<file path="src/rtl/flash_seq_pkg.sv">
package flash_seq_pkg;

  typedef enum logic [2:0] {
    OP_PROG   = 3'd0,
    OP_ERASE  = 3'd1,
    OP_SUSP   = 3'd2,
    OP_RESUME = 3'd3,
    OP_RDMODE = 3'd4,
    OP_READID = 3'd5,
    OP_RSV6   = 3'd6,
    OP_RSV7   = 3'd7
  } fop_e;

  typedef enum logic [1:0] {
    ST_RUN  = 2'd0,
    ST_IDLE = 2'd1,
    ST_DEAD = 2'd2
  } fst_e;

  localparam logic [15:0] UNLK_ADDR_A = 16'h5555;
  localparam logic [15:0] UNLK_ADDR_B = 16'h2AAA;
  localparam logic [15:0] ID_RD_ADDR  = 16'h0000;

  localparam logic [7:0] K_UNLK1   = 8'hAA;
  localparam logic [7:0] K_UNLK2   = 8'h55;
  localparam logic [7:0] K_PGM_U   = 8'hA0;
  localparam logic [7:0] K_ERS_U   = 8'h80;
  localparam logic [7:0] K_CONF_U  = 8'h30;
  localparam logic [7:0] K_ID      = 8'h90;
  localparam logic [7:0] K_RD_U    = 8'hF0;
  localparam logic [7:0] K_PGM_S   = 8'h40;
  localparam logic [7:0] K_ERS_S   = 8'h20;
  localparam logic [7:0] K_CONF_S  = 8'hD0;
  localparam logic [7:0] K_RD_S    = 8'hFF;
  localparam logic [7:0] K_SUSP    = 8'hB0;

endpackage

</file>
<file path="src/rtl/fcs_cmd_table.sv">
module fcs_cmd_table
  import flash_seq_pkg::*;
#(
  parameter int AW = 16,
  parameter int DW = 8,
  parameter int SW = 3
) (
  input  logic          set_short,
  input  fop_e          op,
  input  logic [SW-1:0] step,
  input  logic [AW-1:0] tgt_addr,
  input  logic [DW-1:0] tgt_data,
  output logic [AW-1:0] c_addr,
  output logic [DW-1:0] c_data,
  output logic          c_read,
  output logic          c_last
);

  localparam logic [AW-1:0] A_U1 = AW'(UNLK_ADDR_A);
  localparam logic [AW-1:0] A_U2 = AW'(UNLK_ADDR_B);
  localparam logic [AW-1:0] A_ID = AW'(ID_RD_ADDR);

  always_comb begin
    c_addr = tgt_addr;
    c_data = '0;
    c_read = 1'b0;
    c_last = 1'b1;
    if (!set_short) begin
      case (op)
        OP_PROG: begin
          c_last = (step == SW'(3));
          case (step)
            SW'(0):  begin c_addr = A_U1; c_data = DW'(K_UNLK1); end
            SW'(1):  begin c_addr = A_U2; c_data = DW'(K_UNLK2); end
            SW'(2):  begin c_addr = A_U1; c_data = DW'(K_PGM_U); end
            default: c_data = tgt_data;
          endcase
        end
        OP_ERASE: begin
          c_last = (step == SW'(5));
          case (step)
            SW'(0), SW'(3): begin c_addr = A_U1; c_data = DW'(K_UNLK1); end
            SW'(1), SW'(4): begin c_addr = A_U2; c_data = DW'(K_UNLK2); end
            SW'(2):         begin c_addr = A_U1; c_data = DW'(K_ERS_U); end
            default:        c_data = DW'(K_CONF_U);
          endcase
        end
        OP_SUSP:   c_data = DW'(K_SUSP);
        OP_RESUME: c_data = DW'(K_CONF_U);
        OP_RDMODE: c_data = DW'(K_RD_U);
        OP_READID: begin
          c_last = (step == SW'(3));
          case (step)
            SW'(0):  begin c_addr = A_U1; c_data = DW'(K_UNLK1); end
            SW'(1):  begin c_addr = A_U2; c_data = DW'(K_UNLK2); end
            SW'(2):  begin c_addr = A_U1; c_data = DW'(K_ID); end
            default: begin c_addr = A_ID; c_read = 1'b1; end
          endcase
        end
        default: c_last = 1'b1;
      endcase
    end else begin
      case (op)
        OP_PROG: begin
          c_last = (step == SW'(1));
          c_data = (step == SW'(0)) ? DW'(K_PGM_S) : tgt_data;
        end
        OP_ERASE: begin
          c_last = (step == SW'(1));
          c_data = (step == SW'(0)) ? DW'(K_ERS_S) : DW'(K_CONF_S);
        end
        OP_SUSP:   c_data = DW'(K_SUSP);
        OP_RESUME: c_data = DW'(K_CONF_S);
        OP_RDMODE: c_data = DW'(K_RD_S);
        OP_READID: begin
          c_last = (step == SW'(1));
          if (step == SW'(0)) begin
            c_addr = A_U1;
            c_data = DW'(K_ID);
          end else begin
            c_addr = A_ID;
            c_read = 1'b1;
          end
        end
        default: c_last = 1'b1;
      endcase
    end
  end

endmodule

</file>
<file path="src/rtl/fcs_bus_phase.sv">
module fcs_bus_phase #(
  parameter int AW = 16,
  parameter int DW = 8
) (
  input  logic          clk,
  input  logic          rst_n,
  input  logic          run,
  input  logic          c_read,
  input  logic [AW-1:0] c_addr,
  input  logic [DW-1:0] c_data,
  input  logic [DW-1:0] bus_din,
  output logic          phase_end,
  output logic          bus_we,
  output logic          bus_re,
  output logic [AW-1:0] bus_addr,
  output logic [DW-1:0] bus_dout,
  output logic [DW-1:0] rd_byte
);

  localparam logic [1:0] PH_SETUP  = 2'd0;
  localparam logic [1:0] PH_STROBE = 2'd1;
  localparam logic [1:0] PH_HOLD   = 2'd2;

  logic [1:0]    phase_q, phase_d;
  logic [DW-1:0] rd_q;
  logic          rd_en;

  always_comb begin
    phase_d = phase_q;
    if (!run)                   phase_d = PH_SETUP;
    else if (phase_q == PH_HOLD) phase_d = PH_SETUP;
    else                        phase_d = phase_q + 2'd1;
  end

  assign rd_en = run && (phase_q == PH_STROBE) && c_read;

  always_ff @(posedge clk or negedge rst_n) begin
    if (!rst_n) begin
      phase_q <= PH_SETUP;
      rd_q    <= '0;
    end else begin
      phase_q <= phase_d;
      if (rd_en) rd_q <= bus_din;
    end
  end

  assign phase_end = run && (phase_q == PH_HOLD);
  assign bus_we    = run && (phase_q == PH_STROBE) && !c_read;
  assign bus_re    = rd_en;
  assign bus_addr  = run ? c_addr : '0;
  assign bus_dout  = (run && !c_read) ? c_data : '0;
  assign rd_byte   = rd_q;

  AST_STROBE_EXCL: assert property (@(posedge clk) disable iff (!rst_n)
    !(bus_we && bus_re));
  AST_WE_SETUP: assert property (@(posedge clk) disable iff (!rst_n)
    bus_we |-> $stable(bus_addr) && $stable(bus_dout));
  AST_WE_HOLD: assert property (@(posedge clk) disable iff (!rst_n)
    bus_we |=> !bus_we && $stable(bus_addr) && $stable(bus_dout));
  AST_RE_HOLD: assert property (@(posedge clk) disable iff (!rst_n)
    bus_re |=> !bus_re && $stable(bus_addr));

endmodule

</file>
<file path="src/rtl/flash_cmd_seq.sv">
module flash_cmd_seq
  import flash_seq_pkg::*;
#(
  parameter int          AW            = 16,
  parameter int          DW            = 8,
  parameter logic [7:0]  UNLOCK_MFR_ID = 8'h01,
  parameter logic [7:0]  SHORT_MFR_ID  = 8'h89
) (
  input  logic          clk,
  input  logic          rst_n,
  input  logic          req_valid,
  output logic          req_ready,
  input  logic [2:0]    req_op,
  input  logic [AW-1:0] req_addr,
  input  logic [DW-1:0] req_data,
  output logic          rsp_valid,
  output logic          rsp_err,
  output logic [DW-1:0] rsp_data,
  output logic [AW-1:0] bus_addr,
  output logic [DW-1:0] bus_dout,
  input  logic [DW-1:0] bus_din,
  output logic          bus_we,
  output logic          bus_re,
  output logic          cmd_set_short,
  output logic          id_err
);

  localparam int SW = 3;

  logic [1:0] rst_sync_q;
  logic       rst_s;

  always_ff @(posedge clk or negedge rst_n) begin
    if (!rst_n) rst_sync_q <= 2'b00;
    else        rst_sync_q <= {rst_sync_q[0], 1'b1};
  end
  assign rst_s = rst_sync_q[1];

  fst_e          st_q, st_d;
  fop_e          op_q, op_d;
  logic [SW-1:0] step_q, step_d;
  logic [AW-1:0] addr_q, addr_d;
  logic [DW-1:0] data_q, data_d;
  logic          short_q, short_d;
  logic          probe_q, probe_d;
  logic          rv_q, rv_d, re_q, re_d;
  logic [DW-1:0] rd_out_q, rd_out_d;

  logic [AW-1:0] c_addr;
  logic [DW-1:0] c_data, rd_byte;
  logic          c_read, c_last, phase_end, run;

  assign run = (st_q == ST_RUN);

  fcs_cmd_table #(.AW(AW), .DW(DW), .SW(SW)) u_table (
    .set_short (short_q),
    .op        (op_q),
    .step      (step_q),
    .tgt_addr  (addr_q),
    .tgt_data  (data_q),
    .c_addr    (c_addr),
    .c_data    (c_data),
    .c_read    (c_read),
    .c_last    (c_last)
  );

  fcs_bus_phase #(.AW(AW), .DW(DW)) u_phase (
    .clk       (clk),
    .rst_n     (rst_s),
    .run       (run),
    .c_read    (c_read),
    .c_addr    (c_addr),
    .c_data    (c_data),
    .bus_din   (bus_din),
    .phase_end (phase_end),
    .bus_we    (bus_we),
    .bus_re    (bus_re),
    .bus_addr  (bus_addr),
    .bus_dout  (bus_dout),
    .rd_byte   (rd_byte)
  );

  always_comb begin
    st_d     = st_q;
    op_d     = op_q;
    step_d   = step_q;
    addr_d   = addr_q;
    data_d   = data_q;
    short_d  = short_q;
    probe_d  = probe_q;
    rv_d     = 1'b0;
    re_d     = 1'b0;
    rd_out_d = '0;
    case (st_q)
      ST_RUN: begin
        if (phase_end) begin
          if (!c_last) begin
            step_d = step_q + SW'(1);
          end else if (probe_q) begin
            probe_d = 1'b0;
            if (rd_byte == DW'(UNLOCK_MFR_ID)) begin
              short_d = 1'b0;
              st_d    = ST_IDLE;
            end else if (rd_byte == DW'(SHORT_MFR_ID)) begin
              short_d = 1'b1;
              st_d    = ST_IDLE;
            end else begin
              st_d    = ST_DEAD;
            end
          end else begin
            rv_d     = 1'b1;
            rd_out_d = (op_q == OP_READID) ? rd_byte : '0;
            st_d     = ST_IDLE;
          end
        end
      end
      ST_IDLE: begin
        if (req_valid) begin
          if (req_op > 3'(OP_READID)) begin
            rv_d = 1'b1;
            re_d = 1'b1;
          end else begin
            st_d   = ST_RUN;
            op_d   = fop_e'(req_op);
            step_d = '0;
            addr_d = req_addr;
            data_d = req_data;
          end
        end
      end
      default: begin
        if (req_valid) begin
          rv_d = 1'b1;
          re_d = 1'b1;
        end
      end
    endcase
  end

  always_ff @(posedge clk or negedge rst_s) begin
    if (!rst_s) begin
      st_q     <= ST_RUN;
      op_q     <= OP_READID;
      step_q   <= '0;
      addr_q   <= '0;
      data_q   <= '0;
      short_q  <= 1'b0;
      probe_q  <= 1'b1;
      rv_q     <= 1'b0;
      re_q     <= 1'b0;
      rd_out_q <= '0;
    end else begin
      st_q     <= st_d;
      op_q     <= op_d;
      step_q   <= step_d;
      addr_q   <= addr_d;
      data_q   <= data_d;
      short_q  <= short_d;
      probe_q  <= probe_d;
      rv_q     <= rv_d;
      re_q     <= re_d;
      rd_out_q <= rd_out_d;
    end
  end

  assign req_ready     = (st_q != ST_RUN);
  assign rsp_valid     = rv_q;
  assign rsp_err       = re_q;
  assign rsp_data      = rd_out_q;
  assign cmd_set_short = short_q;
  assign id_err        = (st_q == ST_DEAD);

  AST_ERR_STICKY: assert property (@(posedge clk) disable iff (!rst_s)
    id_err |=> id_err);
  AST_ERR_NO_BUS: assert property (@(posedge clk) disable iff (!rst_s)
    id_err |-> !bus_we && !bus_re);
  AST_READY_QUIET: assert property (@(posedge clk) disable iff (!rst_s)
    req_ready |-> !bus_we && !bus_re);
  AST_SET_FROZEN: assert property (@(posedge clk) disable iff (!rst_s)
    (req_ready && $past(req_ready)) |-> $stable(cmd_set_short));

endmodule

</file>
<file path="config.mk">
export PLATFORM = sky130hd
export DESIGN_NAME = flash_cmd_seq
export DESIGN_NICKNAME = d
export VERILOG_FILES = /design/src/rtl/flash_seq_pkg.sv /design/src/rtl/fcs_cmd_table.sv /design/src/rtl/fcs_bus_phase.sv /design/src/rtl/flash_cmd_seq.sv
export SDC_FILE = /design/constraint.sdc
export NUM_CORES = 1
export LEC_CHECK = 0
export BUFFER_PORTS_ARGS = -buffer_cell sky130_fd_sc_hd__buf_2
export CORE_MARGIN = 3
export CORE_UTILIZATION = 45
export DETAILED_ROUTE_END_ITERATION = 7
export PLACE_DENSITY = 0.69
export SYNTH_ARGS = -nofsm -noshare
export SYNTH_HDL_FRONTEND = slang
export SYNTH_SLANG_ARGS = --single-unit
</file>
<file path="constraint.sdc">
create_clock -name clk -period 4.4 [get_ports clk]
set_input_delay 0.44 -clock clk [delete_from_list [all_inputs] [get_ports clk]]
set_output_delay 0.44 -clock clk [all_outputs]
set_load 0.03 [all_outputs]
</file>
; Yosys cells after proc, flatten, opt, wreduce, memory -nomap -nowiden
; Index checks and enable logic that the tools add are counted.
[totals]
register_bits = 56
inputBits = 38
output_inout_bits = 39
wordCells = 118
[op_classes]
addsub = 2
order_cmp = 1
eq_ne = 21
n_mux = 56
bitwise = 1
n_reduce_logical = 24
[op_table]
columns = op, n
row1 = 8-bit case mux with 6 select lines, 2
row2 = 8-bit two-way mux, 10
row3 = 8-bit case mux with 3 select lines, 3
row4 = 16-bit case mux with 2 select lines, 2
row5 = 16-bit two-way mux, 3
row6 = 16-bit case mux with 3 select lines, 1
row7 = 15-bit case mux with 2 select lines, 1
row8 = 2-bit two-way mux, 9
row9 = 1-bit two-way mux, 15
row10 = 15-bit two-way mux, 1
row11 = 5-bit AND reduction, 3
row12 = 3-bit by 2-bit == test with 1-bit output (second input constant), 4
row13 = 3-bit == test (second input constant), 4
row14 = 3-bit two-way mux, 4
row15 = 2-bit inequality test (second input constant), 5
row16 = 3-bit OR reduction, 3
row17 = 8-bit by 1-bit == test with 1-bit output (second input constant), 1
row18 = 8-bit == test (second input constant), 1
row19 = 2-bit OR reduction, 4
row20 = 3-bit by 1-bit == test with 1-bit output (second input constant), 2
row21 = 3-bit zero test, 2
row22 = 1-bit case mux with 2 select lines, 3
row23 = 3-bit case mux with 2 select lines, 1
row24 = 3-bit AND reduction, 2
row25 = other kinds (11), 19

; Longest topological paths before layout
; Gate-level depths: netlist of the first run.
[logic_depth]
depth_word = 8
depth_mapped = 10
ltp_nobuf = 7

; Hierarchy
; A second synthesis of the first run with hierarchy kept.
[unflattened]
cells_unflattened = 362
area_unflattened_um2 = 3683.5
[modules_own_cells]
columns = module, instances, cells_each, area_each_um2, seq_area_each_um2
row1 = flash_cmd_seq, 1, 128, 1946.9, 1154.9
row2 = fcs_cmd_table, 1, 182, 1167.4, 0.0
row3 = fcs_bus_phase, 1, 52, 569.3, 250.2

; Worst setup path after synthesis of the first run
; OpenSTA, ideal clock, no wires.
[synth_timing]
path_type = reg-to-output
startpoint = reg step_q[0]
endpoint = out bus_addr[0]
arrival_time_ns = 2.513
t_required_ns = 3.960
path_slack_ns = 1.447
path_stages_with_launch = 9
n_path_buf = 1
path_cell_list = dfrtp_1 > inv_1 > ha_1 > buf_2 > and2b_2 > nand2_1 > a211oi_1 > a21oi_1 > a311oi_1
[synth_via]
elab_chain_cells = 6
elab_cells_between_ends = 16
classes_between = eq/ne: 4 / mux: 8 / reduce/logical: 4
[synth_lines]
columns = element, line
row1 = start: declaration, flash_cmd_seq.sv:41  ; logic [SW-1:0] step_q, step_d;
row2 = start signal: assignment, flash_cmd_seq.sv:155  ; step_q <= step_d;
row3 = "3-bit by 2-bit == test with 1-bit output, or another cell as far along", "fcs_cmd_table.sv:32, fcs_cmd_table.sv:41, fcs_cmd_table.sv:53"
row4 = "3-bit OR reduction (no line), or another cell as far along", --
row5 = "16-bit case mux with 2 select lines, or another cell as far along", fcs_cmd_table.sv:41  ; case (step)
row6 = 16-bit case mux with 3 select lines, fcs_cmd_table.sv:29  ; case (op)
row7 = 16-bit two-way mux *, fcs_cmd_table.sv:28  ; if (!set_short) begin
row8 = 16-bit two-way mux *, fcs_bus_phase.sv:50  ; assign bus_addr = run ? c_addr : '0;
row9 = end: declaration, flash_cmd_seq.sv:19  ; output logic [AW-1:0] bus_addr,
; Every way passes the cells marked *; elsewhere a longest branch is shown, timed or not.

; Worst setup path in the final report of the first run
[layout_timing]
startpoint = reg step_q[1]
endpoint = out bus_dout[2]
[layout_via]
elab_chain_cells = 8
elab_cells_between_ends = 23
classes_between = eq/ne: 4 / mux: 13 / reduce/logical: 6
[layout_lines]
columns = element, line
row1 = "parallel branches: the longest is 7 deep, another holds 8-bit case mux with 3 select lines", --
row2 = 8-bit two-way mux *, fcs_bus_phase.sv:51  ; assign bus_dout = (run && !c_read) ? c_data : '0;
row3 = end: declaration, flash_cmd_seq.sv:20  ; output logic [DW-1:0] bus_dout,
; Mark *: on every way between the ends.

==> metrics, run 1 <==
run status completed; #FFs+latches synth 56; worst-path maximum fanout 10; pins over their slew limit 0; vias per cell about 5.6; # port buffers 76; Rel. slew slack 34.4%; Max Used Layer met4; Pleak around 1.9 nW; yosys warns 0; Seq/Total Area, Yosys 42.5%; layout cells sized above 1 34.0%; drt drc 0; Syn Inst Count 336; deepest clock path buffer count 2; Pre-Repair DR Iteration Count 5; Worst-Margin Slew 984 ps; Die ar. 8410 um^2; Netlist cell types 56; largest net degree at the start of global routing 36; met3 WL post-DR 486 um; area delta synth->final 15.6%; total CTS buffers 5; Setup Skew around 7.4 ps; CTS tree built; WL final approximately 7800 um; first-pass GRT wire length 13200 um; clock sinks 56; Post-synth EDFFs 0; min-delay worst type flip-flop to async pin; antenna viol nets, final 0; area fraction of the dominant cell type after synthesis 40.1%; io pins 77; clock latency on the worst-skew pair approximately 300 ps; Max Cap Viol 0; startpoint type of the worst setup path flip-flop; std cell rows 30; Primary FF master, synth dfrtp_1; Placeable Area 6940 um^2; Vias 2802; Detailed Route Iter0 Violations about 290; flip-flop and latch area 1410 um^2; Max IR drop VDD 0.159 mV; main area contributors after synthesis dfrtp_1 (40%), mux2_2 (12%), o21ai_0 (5.0%); hold_ws 209 ps; WP data required 3960 ps; CP arrival approximately 3100 ps; Initial Util approximately 48%; syn nets 379; H-tree Lvls 2; fin nets 442; Post-synth ARST share between 90% and 100%; grt ovf 0; met2 wire length roughly 3800 um; ANT cells 0; area of the multi-input gates 1750 um^2; TNS Setup 0 ps; period utilization 79.5%; Max Fclk approximately 290 MHz; fin crit period 3500 ps; overall power 0.874 mW; pwr dens 229 nW/um^2; Root Driver clkbuf_8; DP HPWL 5730 um; placed cells 487; number of global-route vias before repair 2647; unrepaired setup endpoints after global routing false; FILL cells 644; Netlist Area Pre-Place 3310 um^2; clk slew on worst S/H paths 100 ps; non-filler cells, final ~500; wl on met1 3480 um; DR WL/cell about 16 um; # resized after CTS 0; Crit. End Element output pin; GP Congestion 0.998; width of the die 91.7 um; die height around 90 um; GRT Total Usage 19.4%; Crit Path Class flip-flop to output pin; endpoints failing hold 0; Setup violations, final 0; post-layout util 55.0%; leading area contributor after synthesis dfrtp_1; initial antenna violation count 0; syn avg cell area about 9.8 um^2
[what timing repair did]
action	4_1_cts	5_1_grt
endpoints found under the setup margin	0	0
hold endpoints to repair	2	0
hold buffers	1	0
buffers inserted	0	0
[through the flow]
step / worst slack, ps / instance area (um^2)
CTS: 939 / 3820
finish: 904 / 3820
detailed placement: 1300 / 3700
floorplan: 1450 / 3310
global placement: 1350 / 3700
global route: 638 / 3820
[layout by cell type, fill, tap and decap left out, drive strengths merged, types with 2 or more instances in the layout]
| cell | count |
|---|---|
| a21boi | 2 |
| dfstp | 3 |
| ha | 5 |
| dfrtp | 53 |
| a211oi | 3 |
| and2 | 9 |
| nor4 | 2 |
| o211a | 4 |
| o211ai | 2 |
| nand2 | 17 |
| o21ai | 34 |
| or2 | 5 |
| a21oi | 25 |
| buf | 78 |
| nand2b | 5 |
| o21bai | 2 |
| a21o | 4 |
| o311ai | 3 |
| a311oi | 10 |
| and3 | 6 |
| nor2b | 5 |
| nor4b | 2 |
| inv | 8 |
| and2b | 3 |
| mux2 | 35 |
| o31ai | 2 |
| nor2 | 26 |
| o21a | 9 |
| clkinv | 2 |
| a2111oi | 2 |
| nand3 | 6 |
| a221oi | 2 |
| nor3 | 5 |
| clkbuf | 6 |
| nor3b | 3 |
[power by group]
part / switching [mW] / internal, mW / total (mW)
logic: 0.0137 / 0.0137 / 0.0274
clock network: 0.158 / 0.169 / 0.327
registers: 0.00374 / 0.516 / 0.520
[cell type report]
type	instances	share of cell area, %
clock buffer	6	1.90
clock inverter	2	0.917
inverter	9	0.884
multi-input combinational	248	45.8
sequential	56	36.8
tap	96	3.14
timing repair buffer	79	10.6
[kinds of logic (layout without fill, tap and decap cells)]
group,after synthesis,count (layout),synth area share [%]
AO/OA/AOI/OAI,110,110,23.0
XOR/XNOR,1,1,0.265
adder cells (fa/ha/maj),5,5,1.89
buffers and inverters,32,96,4.62
flip-flops,56,56,42.5
multiplexers,36,36,12.2
other,1,1,0.113
AND/OR/NAND/NOR,95,95,15.4
[path summary, 6_finish.rpt]
path / from / endpoint / slack, ps / depth (start not counted)
worst max-delay path: step_q[1]$_DFFE_PN0P_ / bus_dout[2] / 900 / 8
worst min-delay path: rst_sync_q[1]$_DFF_PN0_ / addr_q[1]$_DFFE_PN0P_ / 210 / 0
worst max register to register: op_q[2]$_DFFE_PN1P_ / cmd_set_short$_DFFE_PN0P_ / 1710 / 5
worst min register to register: rst_sync_q[1]$_DFF_PN0_ / addr_q[1]$_DFFE_PN0P_ / 210 / 0
max in group asynchronous: rst_sync_q[1]$_DFF_PN0_ / probe_q$_DFFE_PN1P_ / 3370 / 1
min in group clk: req_addr[2] / addr_q[2]$_DFFE_PN0P_ / 360 / 2
[synth_stat cells (all sizes together) (2+ instances only)]
cell,count
nor3,5
o211ai,2
or2,5
nor4,2
o21bai,2
mux2,35
nand3,6
a2111oi,2
a311oi,10
and3,6
nand2,17
a21boi,2
o21a,9
o211a,4
dfrtp,53
clkbuf,12
nor3b,3
buf,11
and2b,3
o21ai,34
o31ai,2
a221oi,2
nand2b,5
a21o,4
ha,5
nor4b,2
nor2,26
dfstp,3
o311ai,3
inv,8
and2,9
nor2b,5
a211oi,3
a21oi,25
[worst max-delay path: stages, from the launching register on]
cell and delay [ps]:
dfrtp_1 430, inv_1 110, ha_1 360, nor3_1 120
nor2_1 450, a21oi_1 270, a211oi_1 530, and3_1 270
buf_2 200
[flip-flops by register name, summed over array words and instances (netlist names), 2 cells and up]
signal           flops
step_q               3
op_q                 3
addr_q              16
data_q               8
u_phase.rd_byte      8
u_phase.phase_q      2
st_q                 2
rst_sync_q           2
rsp_data             8
[layer usage]
layer	global-route usage, %	up-vias
li1	-	1348
met1	27.7	1334
met2	30.7	113
met3	3.04	7
met4	5.20	0
met5	0	-
(Power assumes the default switching activity.)
==> run 2, diff against run 1 <==
- clock period: 4.4 -> 3.6 ns (I/O delays scaled with it)
==> metrics, run 2 (synthesis results as in run 1) <==
run status completed; die height 91.7 um (unchanged); io pins 77 (unchanged); CTS tree built; Reg power frac 61.4% (+1.9 points); Worst Setup SP step_q[0]$_DFFE_PN0P_; clk slew on worst S/H paths 110 ps (about the same); DR WL/cell 16.5 um (+4.4%); # port buffers 76 (unchanged); Worst-Margin Slew 1020 ps (+39.0 ps); Setup Skew 8.36 ps (+0.992 ps); clock sinks 56 (unchanged); placed cells 490 (+0.62%); initial antenna violation count 0 (unchanged); total CTS buffers 5 (unchanged); non-filler cells, final 499 (+0.60%); Die ar. 8410 um^2 (unchanged); Psw 0.230 mW (+31%); GP Congestion 0.903 (-9.5%); Max IR drop VDD 0.169 mV (+6.2%); area delta synth->final 15.9%; Placeable Area 6940 um^2 (unchanged); Rel. slew slack 31.4% (-3.0 points); number of global-route vias before repair 2706 (+2.2%); grt ovf 0 (unchanged); Setup violations, final 0 (unchanged); worst-path maximum fanout 10 (unchanged); fin nets 445 (+0.68%); Initial Util 47.6% (unchanged); pwr dens 270 nW/um^2 (+18%); largest net degree at the start of global routing 35 (-2.8%); endpoints failing hold 0 (unchanged); TNS Setup 0 ps (unchanged); width of the die 91.7 um (unchanged); commonest non-fill, non-tap cell in the layout buf_2; Max Cap Viol 0 (unchanged); postcts setup bufs 0 (unchanged); clock network power share 35.4% (-2.0 points); unrepaired setup endpoints after global routing false; Crit. End Element output pin; CP arrival 3040 ps (-20 ps); min-delay worst type flip-flop to async pin; Pleak 1.94 nW (+0.59%); logic gate share of total power 3.2% (about the same); startpoint type of the worst setup path flip-flop; std cell rows 30 (unchanged); reg2reg start op_q[2]$_DFFE_PN1P_; fin crit period 3400 ps; most frequent cells in the layout buf_2 (76), dfrtp_1 (52), mux2_2 (35); WP data required 3240 ps (-720 ps); Detailed Route Iter0 Violations 284 (-2.4%); DP HPWL 6000 um (+4.7%); first-pass GRT wire length 13500 um (+2.0%); GRT Total Usage 19.8% (+0.39 points); crit path to bus_addr[13]; deepest clock path buffer count 2 (unchanged); sw frac 22.2% (+2.2 points); period utilization 94.4%; Crit Path Class flip-flop to output pin; Root Driver clkbuf_8; Vias 2857 (+2.0%); clock latency on the worst-skew pair 310 ps (about the same); worst reg2reg endpoint u_phase.rd_byte[5]$_DFFE_PN0P_; H-tree Lvls 2 (unchanged); Power Internal 0.806 mW (+15%); ANT cells 0 (unchanged); Pre-Repair DR Iteration Count 5 (unchanged); Max Fclk 294 MHz; pins over their slew limit 0 (unchanged); Largest Register addr_q; max reg flops 16 (unchanged); antenna viol nets, final 0 (unchanged); flop2flop setup slack 980 ps (-730 ps); WL final 8220 um (+5.1%); FF-to-FF path depth 5 (unchanged); drt drc 0 (unchanged); layout cells sized above 1 34.7% (+0.74 points); vias per cell 5.73 (+1.3%)
==> run 2: metrics by stage <==
| step | cell area (um^2) | hold slack (ps) | worst slack (ps) | utilization (%) | total power, mW |
|---|---|---|---|---|---|
| 2_1_floorplan | 3310 | 64.4 | 727 | - | 0.656 |
| 3_3_place_gp | 3730 | 144 | 544 | 53.7 | 0.681 |
| 3_5_place_dp | 3730 | 148 | 559 | 53.7 | 0.682 |
| 4_1_cts | 3830 | 246 | 191 | 55.2 | 1.05 |
| 5_1_grt | 3830 | 264 | 13.3 | 55.2 | 1.08 |
| 6_report | 3830 | 229 | 200 | 55.2 | 1.04 |
==> run 2: power groups by stage <==
stage	Clock [mW]	Sequential, mW	Combinational, mW
6_report	0.367	0.636	0.0334
5_1_grt	0.402	0.637	0.0383
4_1_cts	0.375	0.636	0.0343
3_5_place_dp	0	0.649	0.0335
3_3_place_gp	0	0.648	0.0331
2_1_floorplan	0	0.655	0.00128
==> run 2: cell type report <==
class / instances / area (um^2)
Clock buffer: 6 / 82.6
Multi-Input combinational cell: 248 / 1750
Sequential cell: 56 / 1410
Inverter: 9 / 33.8
Fill cell: 645 / 3110
Clock inverter: 2 / 13.8
Tap cell: 96 / 120
Timing Repair Buffer: 82 / 428
==> run 2: repair_timing <==
item,in CTS,in global routing
hold buffers,1,0
gates resized for setup,0,1
hold endpoints to repair,2,0
endpoints found under the setup margin,0,7
==> run 2: critical path, cell delays in order, from the launching register on <==
cell      delay, ps
dfrtp_1         430
inv_1            80
ha_1            320
o21bai_1        480
o21ai_0         350
nor3b_1         240
a21boi_1        440
o21a_1          190
buf_2           190
==> run 2: how the worst min path moves through the flow <==
stage | startpoint | end | slack, ps | cells after the start
3_5_place_dp | rst_n | rst_sync_q[0]$_DFF_PN0_ | 150 | 1
6_report | rst_sync_q[1]$_DFF_PN0_ | addr_q[1]$_DFFE_PN0P_ | 230 | 0
4_1_cts | rst_sync_q[1]$_DFF_PN0_ | addr_q[7]$_DFFE_PN0P_ | 250 | 0
3_3_place_gp | rst_n | rst_sync_q[0]$_DFF_PN0_ | 140 | 1
2_1_floorplan | rst_n | rst_sync_q[0]$_DFF_PN0_ | 60 | 0
5_1_grt | req_data[4] | data_q[4]$_DFFE_PN0P_ | 260 | 2
==> run 2: routing by layer <==
| layer | up-vias | track usage, % | part of all wire, % |
|---|---|---|---|
| li1 | 1353 | - | - |
| met1 | 1388 | 28.1 | 45 |
| met2 | 107 | 31.2 | 48 |
| met3 | 9 | 3.61 | 5.9 |
| met4 | 0 | 5.45 | 1.4 |
| met5 | - | 0 | 0 |
==> run 3, diff against run 2 <==
==> constraint.sdc (replaced) <==
create_clock -name clk -period 3.89 [get_ports clk]
set_input_delay 0.5835 -clock clk [delete_from_list [all_inputs] [get_ports clk]]
set_output_delay 0.5835 -clock clk [all_outputs]
set_load 0.03 [all_outputs]
==> metrics, run 3 (synthesis results as in run 1) <==
CTS tree built; grt ovf 0 (unchanged); total CTS buffers 5 (unchanged); Crit Path Class flip-flop to output pin; Max Fclk 287 MHz; cell area after layout 3830 um^2 (-0.16%); clock sinks 56 (unchanged); width of the die 91.7 um (unchanged); Root Driver clkbuf_8; io pins 77 (unchanged); number of global-route vias before repair 2737 (+1.1%); GRT Total Usage 19.1% (-0.74 points); Die ar. 8410 um^2 (unchanged); FILL cells 648 (+0.47%); CP arrival 2900 ps (-140 ps); Worst-Margin Slew 982 ps (-41.9 ps); clock latency on the worst-skew pair 310 ps (about the same); logic gate share of total power 3.7% (+0.5 points); fin nets 446 (+0.22%); overall power 0.930 mW (-10%); vias per cell 5.66 (-1.1%); met3 GRT Util 4.35% (+0.74 points); worst-path maximum fanout 14 (+4); Largest Register addr_q; commonest non-fill, non-tap cell in the layout buf_2; WL final 8000 um (-2.7%); H-tree Lvls 2 (unchanged); Worst path depth 8 (unchanged); Slowest cell on crit path a2111oi_0; DP HPWL 5860 um (-2.4%); fin crit period 3480 ps; period utilization ~89%; worst reg2reg endpoint step_q[2]$_DFFE_PN0P_; Max IR drop VDD 0.192 mV (+14%); clock network power share 33.5% (-1.9 points); Detailed Route Iter0 Violations 215 (-24%); Max Cap Viol 0 (unchanged); run status completed; Pre-Repair DR Iteration Count 5 (unchanged); CP Buf/Inv Count 2 (unchanged); clk slew on worst S/H paths 100 ps (about the same); # resized after CTS 0 (unchanged); deepest clock path buffer count 2 (unchanged); Rel. slew slack 34.6% (+3.2 points); grt peak-use layer met2; Pleak 1.93 nW (-0.39%); met2 Usage GRT 31.6% (+0.49 points); GP Congestion 0.941 (+4.2%); endpoints failing hold 0 (unchanged); pins over their slew limit 0 (unchanged); DR WL/cell 16.0 um (-2.9%); sw frac 22.0% (-0.19 points); CP peak stage delay 590 ps (+110 ps); pwr dens 243 nW/um^2 (-10%); TNS Setup 0 ps (unchanged); area of the multi-input gates 1750 um^2 (unchanged); Setup Skew 9.68 ps (+1.32 ps); std cell rows 30 (unchanged); Global Route met1 Usage 24.7% (-3.4 points); Crit. End Element output pin; area delta synth->final 15.7%; first-pass GRT wire length 13100 um (-3.1%); Placeable Area 6940 um^2 (unchanged); dpl cell area 3740 um^2 (+0.40%); ANT cells 0 (unchanged); antenna viol nets, final 0 (unchanged); # port buffers 76 (unchanged); Power Internal 0.725 mW (-10%); layout cells sized above 1 34.9% (+0.16 points); drt drc 0 (unchanged); flip-flop and latch area 1410 um^2 (unchanged); Psw 0.205 mW (-11%); min-delay worst type input pin to async pin; largest net degree at the start of global routing 55 (+57%); placed cells 492 (+0.41%); hold-fix buffer count after cts 0 (-1); initial antenna violation count 0 (unchanged); delay-heaviest family, CP compound AO/OA/AOI/OAI gates; postcts setup bufs 0 (unchanged); Vias 2831 (-0.91%); unrepaired setup endpoints after global routing false; startpoint type of the worst setup path flip-flop; most frequent cells in the layout buf_2 (76), dfrtp_1 (52), mux2_2 (35); WP data required 3310 ps (+70 ps); FF-to-FF path depth 7 (+2); reg2reg start step_q[2]$_DFFE_PN0P_; non-filler cells, final 500 (+0.20%); Reg power frac 62.8% (+1.4 points); crit path cell chain inv_1 > ha_1 > nor2_1 > nand2_1 > a2111oi_0 > a311oi_2 > o21a_1 > buf_2; flop2flop setup slack 1250 ps (+270 ps); Setup violations, final 0 (unchanged); Initial Util 47.6% (unchanged); die height 91.7 um (unchanged); max reg flops 16 (unchanged)
run 3: cell count changes in the layout (fill, tap and decap cells not counted):
cell           before  now
o311ai_0            2    3
clkbuf_8            6    5
inv_6               1    0
buf_4               5    7
clkinvlp_4          0    1
clkbuf_1            0    1
dlygate4sd3_1       1    0
o311ai_1            1    0
run 3: cell type report:
| cell class | instances | share of cell area, % |
|---|---|---|
| Multi-Input combinational cell | 248 | 45.7 |
| Sequential cell | 56 | 36.7 |
| Timing Repair Buffer | 83 | 11.3 |
| Clock buffer | 6 | 1.90 |
| Clock inverter | 2 | 0.327 |
| Tap cell | 96 | 3.14 |
| Inverter | 9 | 0.883 |
run 3: stage by stage:
step	utilization, %	hold WS [ps]	setup WS [ps]
2_1_floorplan	-	288	793
3_3_place_gp	53.9	338	919
3_5_place_dp	53.9	341	800
4_1_cts	55.1	35.6	441
5_1_grt	55.1	29.2	159
6_report	55.1	42.4	410
run 3: worst max-delay path by stage:
| stage | to | slack (ps) | startpoint |
|---|---|---|---|
| after detailed placement | bus_addr[1] | 800 | step_q[2]$_DFFE_PN0P_ |
| after floorplan | bus_addr[0] | 790 | step_q[0]$_DFFE_PN0P_ |
| after global routing | bus_addr[5] | 160 | step_q[2]$_DFFE_PN0P_ |
| after CTS | bus_addr[1] | 440 | step_q[2]$_DFFE_PN0P_ |
| final | bus_addr[1] | 410 | step_q[2]$_DFFE_PN0P_ |
| after global placement | bus_dout[7] | 920 | op_q[2]$_DFFE_PN1P_ |
run 3: per-layer routing:
metal	vias to the layer above	wire length (um)
met2	117	3850
met4	0	155
li1	1345	-
met5	-	0
met1	1356	3430
met3	13	552
run 3: worst reg2reg max path, cell delays in order (launching register included):
cell and delay (ps):
dfrtp_1 550, inv_1 140, ha_1 330, a21boi_1 270
a311oi_4 60, a2111oi_4 680, o21ai_2 180, mux2_2 310
run 3: power by group through the flow:
stage | clock, mW | sequential, mW | combinational, mW
6_report | 0.311 | 0.584 | 0.0346
3_3_place_gp | 0 | 0.596 | 0.0352
5_1_grt | 0.344 | 0.585 | 0.0394
3_5_place_dp | 0 | 0.596 | 0.0359
2_1_floorplan | 0 | 0.606 | 0.00118
4_1_cts | 0.320 | 0.584 | 0.0360
